### config.mk
export PLATFORM = sky130hd
export DESIGN_NAME = bt656_frame_gen
export DESIGN_NICKNAME = d
export VERILOG_FILES = /design/src/rtl/bt656_pkg.sv /design/src/rtl/bt656_counters.sv /design/src/rtl/bt656_genlock.sv /design/src/rtl/bt656_byte_sel.sv /design/src/rtl/bt656_frame_gen.sv
export SDC_FILE = /design/constraint.sdc
export NUM_CORES = 1
export LEC_CHECK = 0
export BUFFER_PORTS_ARGS = -buffer_cell sky130_fd_sc_hd__buf_4
export CORE_ASPECT_RATIO = 0.75
export CORE_MARGIN = 8
export CORE_UTILIZATION = 42
export DETAILED_ROUTE_END_ITERATION = 10
export GPL_TIMING_DRIVEN = 0
export HOLD_SLACK_MARGIN = 0.06
export PLACE_DENSITY = 0.66
export SKIP_CTS_REPAIR_TIMING = 1
export SYNTH_ARGS = -nofsm -noshare
export SYNTH_HDL_FRONTEND = slang
export SYNTH_SLANG_ARGS = --single-unit
### constraint.sdc
create_clock -name clk -period 5.5 [get_ports clk]
set_input_delay 1.1 -clock clk [delete_from_list [all_inputs] [get_ports clk]]
set_output_delay 1.1 -clock clk [all_outputs]
set_load 0.05 [all_outputs]
### src/rtl/bt656_pkg.sv
package bt656_pkg;

  localparam logic [7:0] CODE_LEAD  = 8'hFF;
  localparam logic [7:0] CODE_ZERO  = 8'h00;
  localparam logic [7:0] BLANK_CHR  = 8'h80;
  localparam logic [7:0] BLANK_LUM  = 8'h10;

  typedef enum logic [1:0] {
    RG_EAV,
    RG_HBLK,
    RG_SAV,
    RG_ACT
  } region_e;

  // Timing-reference status word with protection bits
  function automatic logic [7:0] trs_xy(input logic f, input logic v, input logic h);
    return {1'b1, f, v, h, v ^ h, f ^ h, f ^ v, f ^ v ^ h};
  endfunction

  // Blanking sample: chroma level at even positions, luma level at odd ones
  function automatic logic [7:0] blank_code(input logic odd);
    return odd ? BLANK_LUM : BLANK_CHR;
  endfunction

endpackage

### src/rtl/bt656_counters.sv
module bt656_counters #(
  parameter int PW = 13,
  parameter int VW = 10
) (
  input  logic          clk,
  input  logic          rst_n,
  input  logic          adv,
  input  logic [PW-1:0] line_len,
  input  logic [VW-1:0] field_lines,
  output logic [PW-1:0] pos,
  output logic [VW-1:0] line,
  output logic          field,
  output logic          frame_last
);

  logic pos_end;
  logic line_end;

  assign pos_end    = (pos == line_len - PW'(1));
  assign line_end   = (line == field_lines - VW'(1));
  assign frame_last = pos_end & line_end & field;

  always_ff @(posedge clk or negedge rst_n) begin
    if (!rst_n) begin
      pos   <= '0;
      line  <= '0;
      field <= 1'b0;
    end else if (adv) begin
      if (pos_end) begin
        pos <= '0;
        if (line_end) begin
          line  <= '0;
          field <= ~field;
        end else begin
          line <= line + VW'(1);
        end
      end else begin
        pos <= pos + PW'(1);
      end
    end
  end

endmodule

### src/rtl/bt656_genlock.sv
module bt656_genlock (
  input  logic clk,
  input  logic rst_n,
  input  logic slave,
  input  logic fall_sel,
  input  logic fs_in,
  input  logic frame_last,
  output logic run_en
);

  logic fs_q;
  logic running;
  logic hit;

  assign hit    = fall_sel ? (fs_q & ~fs_in) : (~fs_q & fs_in);
  assign run_en = slave ? running : 1'b1;

  always_ff @(posedge clk or negedge rst_n) begin
    if (!rst_n) begin
      fs_q    <= 1'b0;
      running <= 1'b0;
    end else begin
      fs_q <= fs_in;
      if (!slave)
        running <= 1'b0;
      else if (!running && hit)
        running <= 1'b1;
      else if (running && frame_last)
        running <= 1'b0;
    end
  end

endmodule

### src/rtl/bt656_byte_sel.sv
module bt656_byte_sel
  import bt656_pkg::*;
#(
  parameter int HW = 10,
  parameter int PW = 13,
  parameter int VW = 10
) (
  input  logic [PW-1:0] pos,
  input  logic [VW-1:0] line,
  input  logic          field,
  input  logic          run_en,
  input  logic          idle_phase,
  input  logic [HW-1:0] hblank,
  input  logic [VW-1:0] vblank,
  input  logic          pix_valid,
  input  logic [7:0]    pix_data,
  output logic [7:0]    byte_nxt,
  output logic          hs_nxt,
  output logic          fs_nxt,
  output logic          pix_ready
);

  logic [PW-1:0] sav_at;
  logic [PW-1:0] act_at;
  logic [1:0]    code_idx;
  logic          v_bit;
  logic          h_bit;
  region_e       region;

  assign sav_at = PW'(4) + PW'({hblank, 1'b0});
  assign act_at = sav_at + PW'(4);
  assign v_bit  = (line < vblank);

  always_comb begin
    if (pos < PW'(4))
      region = RG_EAV;
    else if (pos < sav_at)
      region = RG_HBLK;
    else if (pos < act_at)
      region = RG_SAV;
    else
      region = RG_ACT;
  end

  assign h_bit    = (region == RG_EAV);
  assign code_idx = h_bit ? pos[1:0] : (pos[1:0] - sav_at[1:0]);

  assign pix_ready = run_en & (region == RG_ACT) & ~v_bit;
  assign hs_nxt    = run_en & h_bit;
  assign fs_nxt    = run_en & (line == '0) & ~field;

  always_comb begin
    if (!run_en) begin
      byte_nxt = blank_code(idle_phase);
    end else begin
      unique case (region)
        RG_EAV, RG_SAV: begin
          unique case (code_idx)
            2'd0:    byte_nxt = CODE_LEAD;
            2'd3:    byte_nxt = trs_xy(field, v_bit, h_bit);
            default: byte_nxt = CODE_ZERO;
          endcase
        end
        RG_HBLK: byte_nxt = blank_code(pos[0]);
        default: byte_nxt = (pix_ready && pix_valid) ? pix_data : blank_code(pos[0]);
      endcase
    end
  end

endmodule

### src/rtl/bt656_frame_gen.sv
module bt656_frame_gen #(
  parameter int H_W = 10,
  parameter int V_W = 10
) (
  input  logic           clk,
  input  logic           rst_n,
  input  logic           cfg_master,
  input  logic           cfg_genlock,
  input  logic           cfg_fs_fall,
  input  logic [H_W-1:0] cfg_hblank,
  input  logic [H_W-1:0] cfg_active,
  input  logic [V_W-1:0] cfg_lines,
  input  logic [V_W-1:0] cfg_vblank,
  input  logic           pix_valid,
  output logic           pix_ready,
  input  logic [7:0]     pix_data,
  output logic [7:0]     vo_data,
  output logic           hs_out,
  input  logic           fs_in,
  output logic           fs_out,
  output logic           fs_oe
);

  localparam int PW = H_W + 3;

  logic          slave;
  logic          run_en;
  logic          frame_last;
  logic          idle_phase;
  logic [PW-1:0] line_len;
  logic [PW-1:0] pos;
  logic [V_W-1:0] line;
  logic          field;
  logic [7:0]    byte_nxt;
  logic          hs_nxt;
  logic          fs_nxt;

  assign slave    = ~cfg_master & cfg_genlock;
  assign fs_oe    = ~slave;
  assign line_len = PW'(8) + PW'({cfg_hblank, 1'b0}) + PW'({cfg_active, 1'b0});

  bt656_genlock u_lock (
    .clk        (clk),
    .rst_n      (rst_n),
    .slave      (slave),
    .fall_sel   (cfg_fs_fall),
    .fs_in      (fs_in),
    .frame_last (frame_last),
    .run_en     (run_en)
  );

  bt656_counters #(.PW(PW), .VW(V_W)) u_cnt (
    .clk         (clk),
    .rst_n       (rst_n),
    .adv         (run_en),
    .line_len    (line_len),
    .field_lines (cfg_lines),
    .pos         (pos),
    .line        (line),
    .field       (field),
    .frame_last  (frame_last)
  );

  bt656_byte_sel #(.HW(H_W), .PW(PW), .VW(V_W)) u_sel (
    .pos        (pos),
    .line       (line),
    .field      (field),
    .run_en     (run_en),
    .idle_phase (idle_phase),
    .hblank     (cfg_hblank),
    .vblank     (cfg_vblank),
    .pix_valid  (pix_valid),
    .pix_data   (pix_data),
    .byte_nxt   (byte_nxt),
    .hs_nxt     (hs_nxt),
    .fs_nxt     (fs_nxt),
    .pix_ready  (pix_ready)
  );

  always_ff @(posedge clk or negedge rst_n) begin
    if (!rst_n) begin
      vo_data    <= bt656_pkg::BLANK_CHR;
      hs_out     <= 1'b0;
      fs_out     <= 1'b0;
      idle_phase <= 1'b0;
    end else begin
      vo_data    <= byte_nxt;
      hs_out     <= hs_nxt;
      fs_out     <= fs_nxt & ~slave;
      idle_phase <= run_en ? 1'b0 : ~idle_phase;
    end
  end

endmodule

==> results of run 1 <==
==> metal layers <==
metal / vias up / track usage / share of wire
li1: 1910 / - / -
met1: 1745 / 0.234 / 0.50
met2: 84 / 0.248 / 0.44
met3: 10 / 0.0289 / 0.048
met4: 0 / 0.0356 / 0.0082
met5: - / 0 / 0
==> kinds of logic after synthesis <==
logic type,Yosys count,share of synthesized area
AOI/OAI and AO/OA,111,0.181
xor gates and xnor gates,60,0.134
adders and majority gates,57,0.176
buffers and inverters,49,0.0465
DFF,37,0.227
muxes,5,0.0122
other,1,0.000917
and+or+nand+nor,171,0.222
==> final timing paths <==
check / from / to / slack (ps) / depth (start not counted)
max: cfg_hblank[1] / pix_ready / 220 / 16
min: idle_phase$_DFF_PN0_ / vo_data[7]$_DFF_PN1_ / 410 / 1
max reg2reg: u_cnt.pos[8]$_DFFE_PN0N_ / vo_data[5]$_DFF_PN0_ / 2620 / 10
min reg2reg: idle_phase$_DFF_PN0_ / vo_data[7]$_DFF_PN1_ / 410 / 1
max in group asynchronous: rst_n / vo_data[7]$_DFF_PN1_ / 4360 / 1
min in group asynchronous: rst_n / u_cnt.pos[10]$_DFFE_PN0N_ / 780 / 1
==> layout make-up <==
class                      instances  area [µm²]
inverter                          34         128
clock buffer                       7         143
tap                              132         165
buffer                            15        63.8
sequential                        37         927
timing repair buffer              65         488
multi-input combinational        405        2980
fill                             932        4690
==> power breakdown <==
group          internal (mW)  switching, mW  leakage [nW]  total, mW
Clock                  0.178          0.105        0.0700      0.283
Sequential             0.320         0.0741         0.480      0.394
Combinational          0.253          0.334          1.71      0.587
==> state kept, by name, summed over array words and instances (netlist names) <==
register	cells
u_cnt.line	10
hs_out	1
u_lock.running	1
fs_out	1
idle_phase	1
vo_data	8
u_cnt.pos	13
u_cnt.field	1
u_lock.fs_q	1
==> per-stage QoR <==
step | power (mW) | setup slack, ps | util | cell area, µm²
global placement | 0.969 | 205 | 0.495 | 4750
global route | 1.36 | 4.63 | 0.511 | 4890
floorplan | 0.814 | 412 | - | 4090
detailed placement | 0.981 | 192 | 0.495 | 4750
finish | 1.26 | 225 | 0.511 | 4890
CTS | 1.27 | 189 | 0.510 | 4890
==> worst reg2reg max path, stage by stage (launching register included) <==
cell,delay [ps]
sky130_fd_sc_hd__dfrtp_1,390
sky130_fd_sc_hd__clkbuf_1,270
sky130_fd_sc_hd__nor4_1,340
sky130_fd_sc_hd__nand3_1,410
sky130_fd_sc_hd__nand2_1,190
sky130_fd_sc_hd__o21a_1,170
sky130_fd_sc_hd__inv_1,50
sky130_fd_sc_hd__ha_1,270
sky130_fd_sc_hd__a211oi_1,300
sky130_fd_sc_hd__nand2_1,210
sky130_fd_sc_hd__o21ai_1,190
==> placed cells by master (no fill, tap or decap), types with 8 or more instances in the layout <==
cell type | netlist | layout
sky130_fd_sc_hd__clkbuf_1 | 12 | 12
sky130_fd_sc_hd__nor3_1 | 10 | 9
sky130_fd_sc_hd__nand2b_1 | 10 | 10
sky130_fd_sc_hd__o21ai_0 | 19 | 19
sky130_fd_sc_hd__xnor2_1 | 39 | 39
sky130_fd_sc_hd__a211oi_1 | 8 | 8
sky130_fd_sc_hd__and3_1 | 10 | 10
sky130_fd_sc_hd__buf_4 | 1 | 66
sky130_fd_sc_hd__nand3_1 | 19 | 19
sky130_fd_sc_hd__nand2_1 | 36 | 36
sky130_fd_sc_hd__dfrtp_1 | 36 | 36
sky130_fd_sc_hd__inv_1 | 34 | 34
sky130_fd_sc_hd__nand4_1 | 10 | 10
sky130_fd_sc_hd__a21oi_1 | 21 | 21
sky130_fd_sc_hd__o21ai_1 | 15 | 15
sky130_fd_sc_hd__ha_1 | 56 | 56
sky130_fd_sc_hd__xor2_1 | 19 | 19
sky130_fd_sc_hd__nor2_1 | 41 | 41
==> flow_metrics.tcl, run 1 <==
set metrics [dict create \
    post-synth-top-area-cell "sky130_fd_sc_hd__dfrtp_1" \
    tritoncts_num_sinks 37 \
    grt_first_pass_wirelength_mm 17.3 \
    worstPathBufferInverterCount 2 \
    synth-edff-count 0 \
    grt_start_max_net_pins 38 \
    critical_path.top_delay_family "compound AO/OA/AOI/OAI gates" \
    synth_top_area_frac 0.220 \
    cts_tree "yes" \
    place.gp.congestion 0.848 \
    ctsRootBufferMaster "sky130_fd_sc_hd__clkbuf_16" \
    final_hold_viol_count 0 \
    crit_path_required_time_ps 4400 \
    track_usage 0.163 \
    timing.fmax_ghz 0.190 \
    core_um2 9580 \
    die_w_um 130 \
    io_buffer_count 65 \
    worst_pin_slew_ps 739 \
    finalWorstPathRequiredPeriod_ps 5280 \
    critical_path.endpoint_type "primary output" \
    slew_viols_final 0 \
    synthArstFlopShare 1.00 \
    synth.avg_cell_area_um2 8.33 \
    cts-buffers-inserted 5 \
    h_tree_lvls 2 \
    placement_rows 31 \
    grt_setup_unrepaired "no" \
    grt_antenna_before_repair 0 \
    num_vias 3749 \
    synth-seq-area-share 0.227 \
    status "complete, no violations" \
    die_outline_area_um2 13200 \
    postRouteAntennaNets 0 \
    timing.max_cap.violations 0 \
    post_cts_clock_slew_at_the_launch_and_capture_registers_of_the_worst_setup_and_hold_paths_ps 50 \
    worst-setup-path-type "in -> out" \
    power_leakage_nw 2.26 \
    syn2layout_area_growth_pct 19.6 \
    number_of_storage_elements_in_the_synthesis_netlist 37 \
    floorplan.initialDensity 0.427 \
    drt_drc_violations_left 0 \
    worst_ir_drop_vdd_v 0.000138 \
    fin_tns_setup_ps 0 \
    global_route.overflow_total 0 \
    synth_top_cells_by_count "sky130_fd_sc_hd__ha_1 (56), sky130_fd_sc_hd__nor2_1 (41), sky130_fd_sc_hd__xnor2_1 (39)" \
    finalNetCount 675 \
    num_io_pins 67 \
    die-height_um 101 \
    finalSetupViolCount 0 \
    fin_cells 695 \
    timing.hold.ws_ps 414 \
    first_global_vias 3621 \
    synth_cell_types 66 \
    power.density_nw_per_um2 258 \
    synth-main-ff-cell "sky130_fd_sc_hd__dfrtp_1" \
    placed_cells 688 \
    crit_path_start_kind "input port" \
    firstDrtPassIters 5 \
    postSynthCellCount 491 \
    worst_ep_arrival_time_ps 4180 \
    max_stage_delay_ps 450 \
    synthesis.yosys.warnings 0 \
    post_route_cells_drive_above_1_share 0.158 \
    dr.first_iter.drc_count 245 \
    clk_latency_ps 280 \
    holdCritPathClass "reg -> reg" \
    synth_nets 603 \
    routedWlPerCell_um 14.9 \
    final.period_utilization 0.959 \
    cts_buffer_depth 2 \
    skew_ps 6.63 \
    post_synthesis_instance_area_um2 4090 \
    route.final.wire_length_mm 10.3 \
    route.detailed.vias_per_inst 5.39 \
    yosys.cell_count.top_type "sky130_fd_sc_hd__ha_1" \
    critical_path.cell_chain "buf_4 > ha_1 > xnor2_1 > nand3b_1 > or2_2 > o22ai_1 > nand3_1 > xor2_1 > ha_1 > a21o_1 > a21oi_1 > nor2b_1 > o41a_1 > nand2_1 > nor3_2 > buf_4" \
    dpl.hpwl_mm 8.43 \
    yosys-top-cells-area "sky130_fd_sc_hd__dfrtp_1 (22%), sky130_fd_sc_hd__ha_1 (17%), sky130_fd_sc_hd__xnor2_1 (8.4%)" \
    critical_path.slowest_cell "sky130_fd_sc_hd__o41a_1" \
    num_antenna_cells 0 \
    worst_slew_margin_rel 0.505 \
    worst-path-max-fanout 3 \
]
No activity file was read; power rests on OpenSTA's default activity.
==> inputs of run 2 (changes only) <==
--- a/config.mk
+++ b/config.mk
@@ -6,13 +6,15 @@
 export NUM_CORES = 1
 export LEC_CHECK = 0
 export BUFFER_PORTS_ARGS = -buffer_cell sky130_fd_sc_hd__buf_4
-export CORE_ASPECT_RATIO = 0.75
+export CELL_PAD_IN_SITES_DETAIL_PLACEMENT = 1
+export CELL_PAD_IN_SITES_GLOBAL_PLACEMENT = 2
+export CORE_ASPECT_RATIO = 0.9
 export CORE_MARGIN = 8
-export CORE_UTILIZATION = 42
+export CORE_UTILIZATION = 34
 export DETAILED_ROUTE_END_ITERATION = 10
 export GPL_TIMING_DRIVEN = 0
 export HOLD_SLACK_MARGIN = 0.06
-export PLACE_DENSITY = 0.66
+export PLACE_DENSITY = 0.85
 export SKIP_CTS_REPAIR_TIMING = 1
 export SYNTH_ARGS = -nofsm -noshare
 export SYNTH_HDL_FRONTEND = slang
==> flow_metrics.tcl, run 2 (synthesis gave the netlist of run 1 again) <==
set metrics [dict create \
    finalSetupViolCount 0 \
    post_route_cells_drive_above_1_share 0.162 \
    io_buffer_count 65 \
    ctsRootBufferMaster "sky130_fd_sc_hd__clkbuf_16" \
    syn2layout_area_growth_pct 20.7 \
    timing.critical_path.depth 16 \
    mostFrequentLayoutCell "sky130_fd_sc_hd__buf_4" \
    post_cts_clock_slew_at_the_launch_and_capture_registers_of_the_worst_setup_and_hold_paths_ps 50 \
    final.period_utilization 0.962 \
    floorplan.initialDensity 0.344 \
    largest_registers "u_cnt.pos: 13 flops, u_cnt.line: 10 flops, vo_data: 8 flops" \
    track_usage 0.152 \
    reg2regPathDepth 10 \
    worst_pin_slew_ps 695 \
    worst_slew_margin_rel 0.525 \
    die_outline_area_um2 15800 \
    core_um2 11900 \
    route.final.wire_length_mm 11.9 \
    worst_ep_arrival_time_ps 4190 \
    status "complete, no violations" \
    fin_cells 723 \
    critical_path.slowest_cell "sky130_fd_sc_hd__ha_1" \
    num_antenna_cells 0 \
    placed_cells 716 \
    die-height_um 120 \
    postRouteAntennaNets 0 \
    timing.fmax_ghz 0.189 \
    final_hold_viol_count 0 \
    clk_latency_ps 280 \
    cts-buffers-inserted 5 \
    finalNetCount 675 \
    power_switching_mw 0.524 \
    die_w_um 132 \
    max_stage_delay_ps 360 \
    routedWlPerCell_um 16.5 \
    power.density_nw_per_um2 258 \
    global_route.overflow_total 0 \
    cell_internal_power_mw 0.751 \
    tritoncts_num_sinks 37 \
    critical_path.top_delay_family "simple AND/OR/NAND/NOR gates" \
    hold_path_depth 1 \
    post-place-ws_ps 40.5 \
    firstDrtPassIters 4 \
    worst-path-max-fanout 7 \
    power.combinational.fraction 0.470 \
    critical_path.endpoint_type "primary output" \
    crit_path_start_kind "input port" \
    cts_buffer_depth 2 \
    dpl.hpwl_mm 9.80 \
    power.clock.fraction 0.220 \
    grt_first_pass_wirelength_mm 20.3 \
    worst_ir_drop_vdd_v 0.000113 \
    slew_viols_final 0 \
    post_layout_worst_setup_margin_ps 209 \
    finalWorstPathRequiredPeriod_ps 5290 \
    route.detailed.vias_per_inst 5.27 \
    first_global_vias 4068 \
    num_io_pins 67 \
    crit_path_required_time_ps 4400 \
    mostFrequentLayoutCells "sky130_fd_sc_hd__buf_4 (66), sky130_fd_sc_hd__ha_1 (56), sky130_fd_sc_hd__nor2_1 (40), sky130_fd_sc_hd__xnor2_1 (39)" \
    holdCritPathClass "reg -> reg" \
    placement_rows 38 \
    power_leakage_nw 2.26 \
    critical_path.cell_chain "buf_4 > clkbuf_2 > inv_1 > ha_1 > nor3_1 > nand2_1 > nor2_2 > a31o_2 > nand3_1 > ha_1 > nand4_1 > a211oi_1 > o41a_1 > nand2_1 > nor3_2 > buf_4" \
    pwr-share-seq 0.311 \
    swShare 0.411 \
    largest_reg_flops 13 \
    drt_drc_violations_left 0 \
    grt_start_max_net_pins 38 \
    h_tree_lvls 2 \
    num_vias 3810 \
    grt_antenna_before_repair 0 \
    pnr_total_power_mw 1.28 \
    finalCoreUtilization 0.415 \
    largest_register "u_cnt.pos" \
    worstPathBufferInverterCount 4 \
    place.gp.congestion 0.807 \
    timing.max_cap.violations 0 \
    dr.first_iter.drc_count 165 \
    worst-setup-path-type "in -> out" \
    cts_tree "yes" \
    skew_ps 1.94 \
]
==> run 2: worst paths after layout <==
kind / startpoint / slack [ps] / to
max: cfg_hblank[1] / 210 / pix_ready
min: idle_phase$_DFF_PN0_ / 430 / vo_data[7]$_DFF_PN1_
max reg2reg: u_cnt.pos[8]$_DFFE_PN0N_ / 2430 / vo_data[1]$_DFF_PN0_
min reg2reg: idle_phase$_DFF_PN0_ / 430 / vo_data[7]$_DFF_PN1_
max in group asynchronous: rst_n / 4360 / vo_data[7]$_DFF_PN1_
min in group asynchronous: rst_n / 790 / vo_data[6]$_DFF_PN0_
==> run 2: final cells by class <==
cell class | count | area (µm²)
clock buffers | 7 | 143
flip-flops and latches | 37 | 927
multi-input cells | 405 | 2990
fillers | 1455 | 6950
repair buffers | 65 | 488
plain buffers | 15 | 63.8
inverters | 34 | 128
well taps | 160 | 200
==> run 2: routing by layer <==
metal | track usage | share of wire | wire length (µm)
met2 | 0.268 | 0.49 | 5890
met1 | 0.198 | 0.48 | 5740
met4 | 0.0301 | 0.010 | 124
met5 | 0 | 0 | 0
met3 | 0.0171 | 0.015 | 184
==> run 2: power groups by stage <==
stage          sequential [mW]  combinational [mW]  clock (mW)
2_1_floorplan            0.435               0.378           0
3_3_place_gp             0.399               0.580           0
3_5_place_dp             0.401               0.600           0
4_1_cts                  0.396               0.604       0.288
5_1_grt                  0.405               0.666       0.299
6_report                 0.396               0.599       0.280
==> run 2: per-stage QoR <==
step | instance area (µm²) | TNS (ps) | hold slack (ps)
2_1_floorplan | 4090 | 0 | 388
3_3_place_gp | 4780 | 0 | 405
3_5_place_dp | 4780 | 0 | 421
4_1_cts | 4920 | 0 | 427
5_1_grt | 4930 | -45.4 | 448
6_report | 4930 | 0 | 426
==> run 2: worst register-to-register path: cells and delay by family (launching register included) <==
family | cells | cell delay, ps
DFF | 1 | 390
buffers and inverters | 2 | 350
and+or+nand+nor | 4 | 1270
adders and majority gates | 1 | 260
AOI/OAI and AO/OA | 3 | 740
==> inputs of run 3 (changes only) <==
--- a/config.mk
+++ b/config.mk
@@ -10,11 +10,13 @@
 export CELL_PAD_IN_SITES_GLOBAL_PLACEMENT = 2
 export CORE_ASPECT_RATIO = 0.9
 export CORE_MARGIN = 8
-export CORE_UTILIZATION = 34
+export CORE_UTILIZATION = 31
 export DETAILED_ROUTE_END_ITERATION = 10
+export GPL_ROUTABILITY_DRIVEN = 0
 export GPL_TIMING_DRIVEN = 0
 export HOLD_SLACK_MARGIN = 0.06
-export PLACE_DENSITY = 0.85
+export PLACE_DENSITY = 0.82
+export RECOVER_POWER = 25
 export SKIP_CTS_REPAIR_TIMING = 1
 export SYNTH_ARGS = -nofsm -noshare
 export SYNTH_HDL_FRONTEND = slang
==> constraint.sdc (replaced) <==
create_clock -name clk -period 4.8 [get_ports clk]
set_input_delay 0.96 -clock clk [delete_from_list [all_inputs] [get_ports clk]]
set_output_delay 0.96 -clock clk [all_outputs]
set_load 0.05 [all_outputs]
==> flow_metrics.tcl, run 3 (synthesis gave the netlist of run 1 again) <==
set metrics [dict create \
    mostFrequentLayoutCell "sky130_fd_sc_hd__buf_4" \
    finalNetCount 684 \
    largest_reg_flops 13 \
    mostFrequentLayoutCells "sky130_fd_sc_hd__buf_4 (69), sky130_fd_sc_hd__ha_1 (53), sky130_fd_sc_hd__nor2_1 (40), sky130_fd_sc_hd__xnor2_1 (37), sky130_fd_sc_hd__dfrtp_1 (36)" \
    route.detailed.vias_per_inst 5.30 \
    final.period_utilization 0.998 \
    global_route.overflow_total 0 \
    r2r_end "vo_data[7]$_DFF_PN1_" \
    grt_start_max_net_pins 38 \
    skew_ps 6.60 \
    post-place-ws_ps -419 \
    cts-buffers-inserted 5 \
    num_vias 3905 \
    route.final.wire_length_mm 12.3 \
    worst_slew_margin_rel -0.347 \
    critical_path.endpoint_type "primary output" \
    die_w_um 137 \
    ctsRootBufferMaster "sky130_fd_sc_hd__clkbuf_16" \
    holdCritPathClass "reg -> reg" \
    routedWlPerCell_um 16.8 \
    drt_drc_violations_left 0 \
    grt_setup_unrepaired "yes" \
    crit_path_start_kind "input port" \
    clk_latency_ps 280 \
    placement_rows 39 \
    floorplan.initialDensity 0.320 \
    reg2regPathDepth 10 \
    power.density_nw_per_um2 288 \
    grt_antenna_before_repair 0 \
    hold_path_depth 1 \
    dpl.hpwl_mm 10.0 \
    cts_tree "yes" \
    violated_checks "max-capacitance violations, max-slew violations" \
    core_um2 12800 \
    worst_ep_arrival_time_ps 3830 \
    first_global_vias 4178 \
    worst_ir_drop_vdd_v 0.000151 \
    post_layout_worst_setup_margin_ps 10.4 \
    finalWorstPathRequiredPeriod_ps 4790 \
    die_outline_area_um2 17100 \
    slew_viols_final 38 \
    largest_registers "u_cnt.pos: 13 flops, u_cnt.line: 10 flops, vo_data: 8 flops" \
    num_io_pins 67 \
    fin_tns_setup_ps 0 \
    worst-setup-path-type "in -> out" \
    track_usage 0.143 \
    worst_pin_slew_ps 2020 \
    syn2layout_area_growth_pct 26.2 \
    tritoncts_num_sinks 37 \
    ff2ff_setup_slack_ps 1790 \
    postRouteAntennaNets 0 \
    timing.fmax_ghz 0.209 \
    fillCellCount 1541 \
    power_leakage_nw 2.34 \
    firstDrtPassIters 4 \
    die-height_um 125 \
    timing.critical_path.to "pix_ready" \
    dr.first_iter.drc_count 112 \
    largest_register "u_cnt.pos" \
    io_buffer_count 65 \
    launch_point_of_the_worst_path "cfg_hblank[2]" \
    worst-path-max-fanout 4 \
    h_tree_lvls 2 \
    crit_path_required_time_ps 3840 \
    status "complete, but fails checks" \
    post_route_cells_drive_above_1_share 0.199 \
    num_antenna_cells 0 \
    timing.max_cap.violations 1 \
    final_hold_viol_count 0 \
    worst_r2r_start "u_cnt.line[2]$_DFFE_PN0P_" \
    post_cts_clock_slew_at_the_launch_and_capture_registers_of_the_worst_setup_and_hold_paths_ps 60 \
    finalSetupViolCount 0 \
    grt_first_pass_wirelength_mm 20.6 \
    cts_buffer_depth 2 \
]
run 3: cell count changes in the layout (fill, tap and decap cells not counted), moves of 3 or more:
cell and change:
sky130_fd_sc_hd__buf_4 +3, sky130_fd_sc_hd__ha_1 -3, sky130_fd_sc_hd__ha_4 +3, sky130_fd_sc_hd__buf_6 +3
run 3: how the worst min path moves through the flow:
stage,start,to,slack [ps]
floorplan,idle_phase$_DFF_PN0_,vo_data[7]$_DFF_PN1_,390
global route,idle_phase$_DFF_PN0_,vo_data[7]$_DFF_PN1_,460
CTS,idle_phase$_DFF_PN0_,vo_data[7]$_DFF_PN1_,430
global placement,idle_phase$_DFF_PN0_,vo_data[7]$_DFF_PN1_,410
detailed placement,idle_phase$_DFF_PN0_,vo_data[7]$_DFF_PN1_,420
finish,idle_phase$_DFF_PN0_,vo_data[7]$_DFF_PN1_,430
run 3: area by class of cell:
type	instances	area, µm²	area share
multi-input combinational	405	3100	0.601
sequential	37	927	0.180
timing repair buffer	74	584	0.113
tap	164	205	0.0398
inverter	34	128	0.0247
clock buffer	5	125	0.0243
buffer	15	70.1	0.0136
clock inverter	3	17.5	0.00340
run 3: worst max-delay path: stages:
cell                       delay [ps]
sky130_fd_sc_hd__buf_12           110
sky130_fd_sc_hd__ha_4             180
sky130_fd_sc_hd__xnor2_4          150
sky130_fd_sc_hd__nand3b_1         190
sky130_fd_sc_hd__or2_4            280
sky130_fd_sc_hd__o22ai_4          130
sky130_fd_sc_hd__nand3_2          110
sky130_fd_sc_hd__xor2_2           200
sky130_fd_sc_hd__ha_1             300
sky130_fd_sc_hd__a21o_1           200
sky130_fd_sc_hd__a21oi_2          140
sky130_fd_sc_hd__nor2b_1           60
sky130_fd_sc_hd__o41a_1           450
sky130_fd_sc_hd__nand2_2          130
sky130_fd_sc_hd__nor3_4            50
sky130_fd_sc_hd__buf_6            180
run 3: per-layer routing:
layer	global-route usage	wire length, µm	vias to the layer above
met1	0.187	5800	1912
met5	0	0	-
li1	-	-	1924
met4	0.0294	136	0
met3	0.0180	332	15
met2	0.244	6080	54
run 3: power by group:
| group | internal, mW | total (mW) | switching (mW) |
|---|---|---|---|
| clock network | 0.190 | 0.312 | 0.122 |
| registers | 0.367 | 0.453 | 0.0865 |
| logic | 0.308 | 0.721 | 0.413 |
run 3: per-stage QoR:
stage	total power, mW	std cells	hold slack [ps]	util	instance area (µm²)
2_1_floorplan	0.933	491	388	-	4100
3_3_place_gp	1.13	720	405	0.375	4790
3_5_place_dp	1.16	720	424	0.375	4790
4_1_cts	1.48	728	432	0.386	4940
5_1_grt	1.61	737	458	0.404	5160
6_report	1.49	737	425	0.404	5160
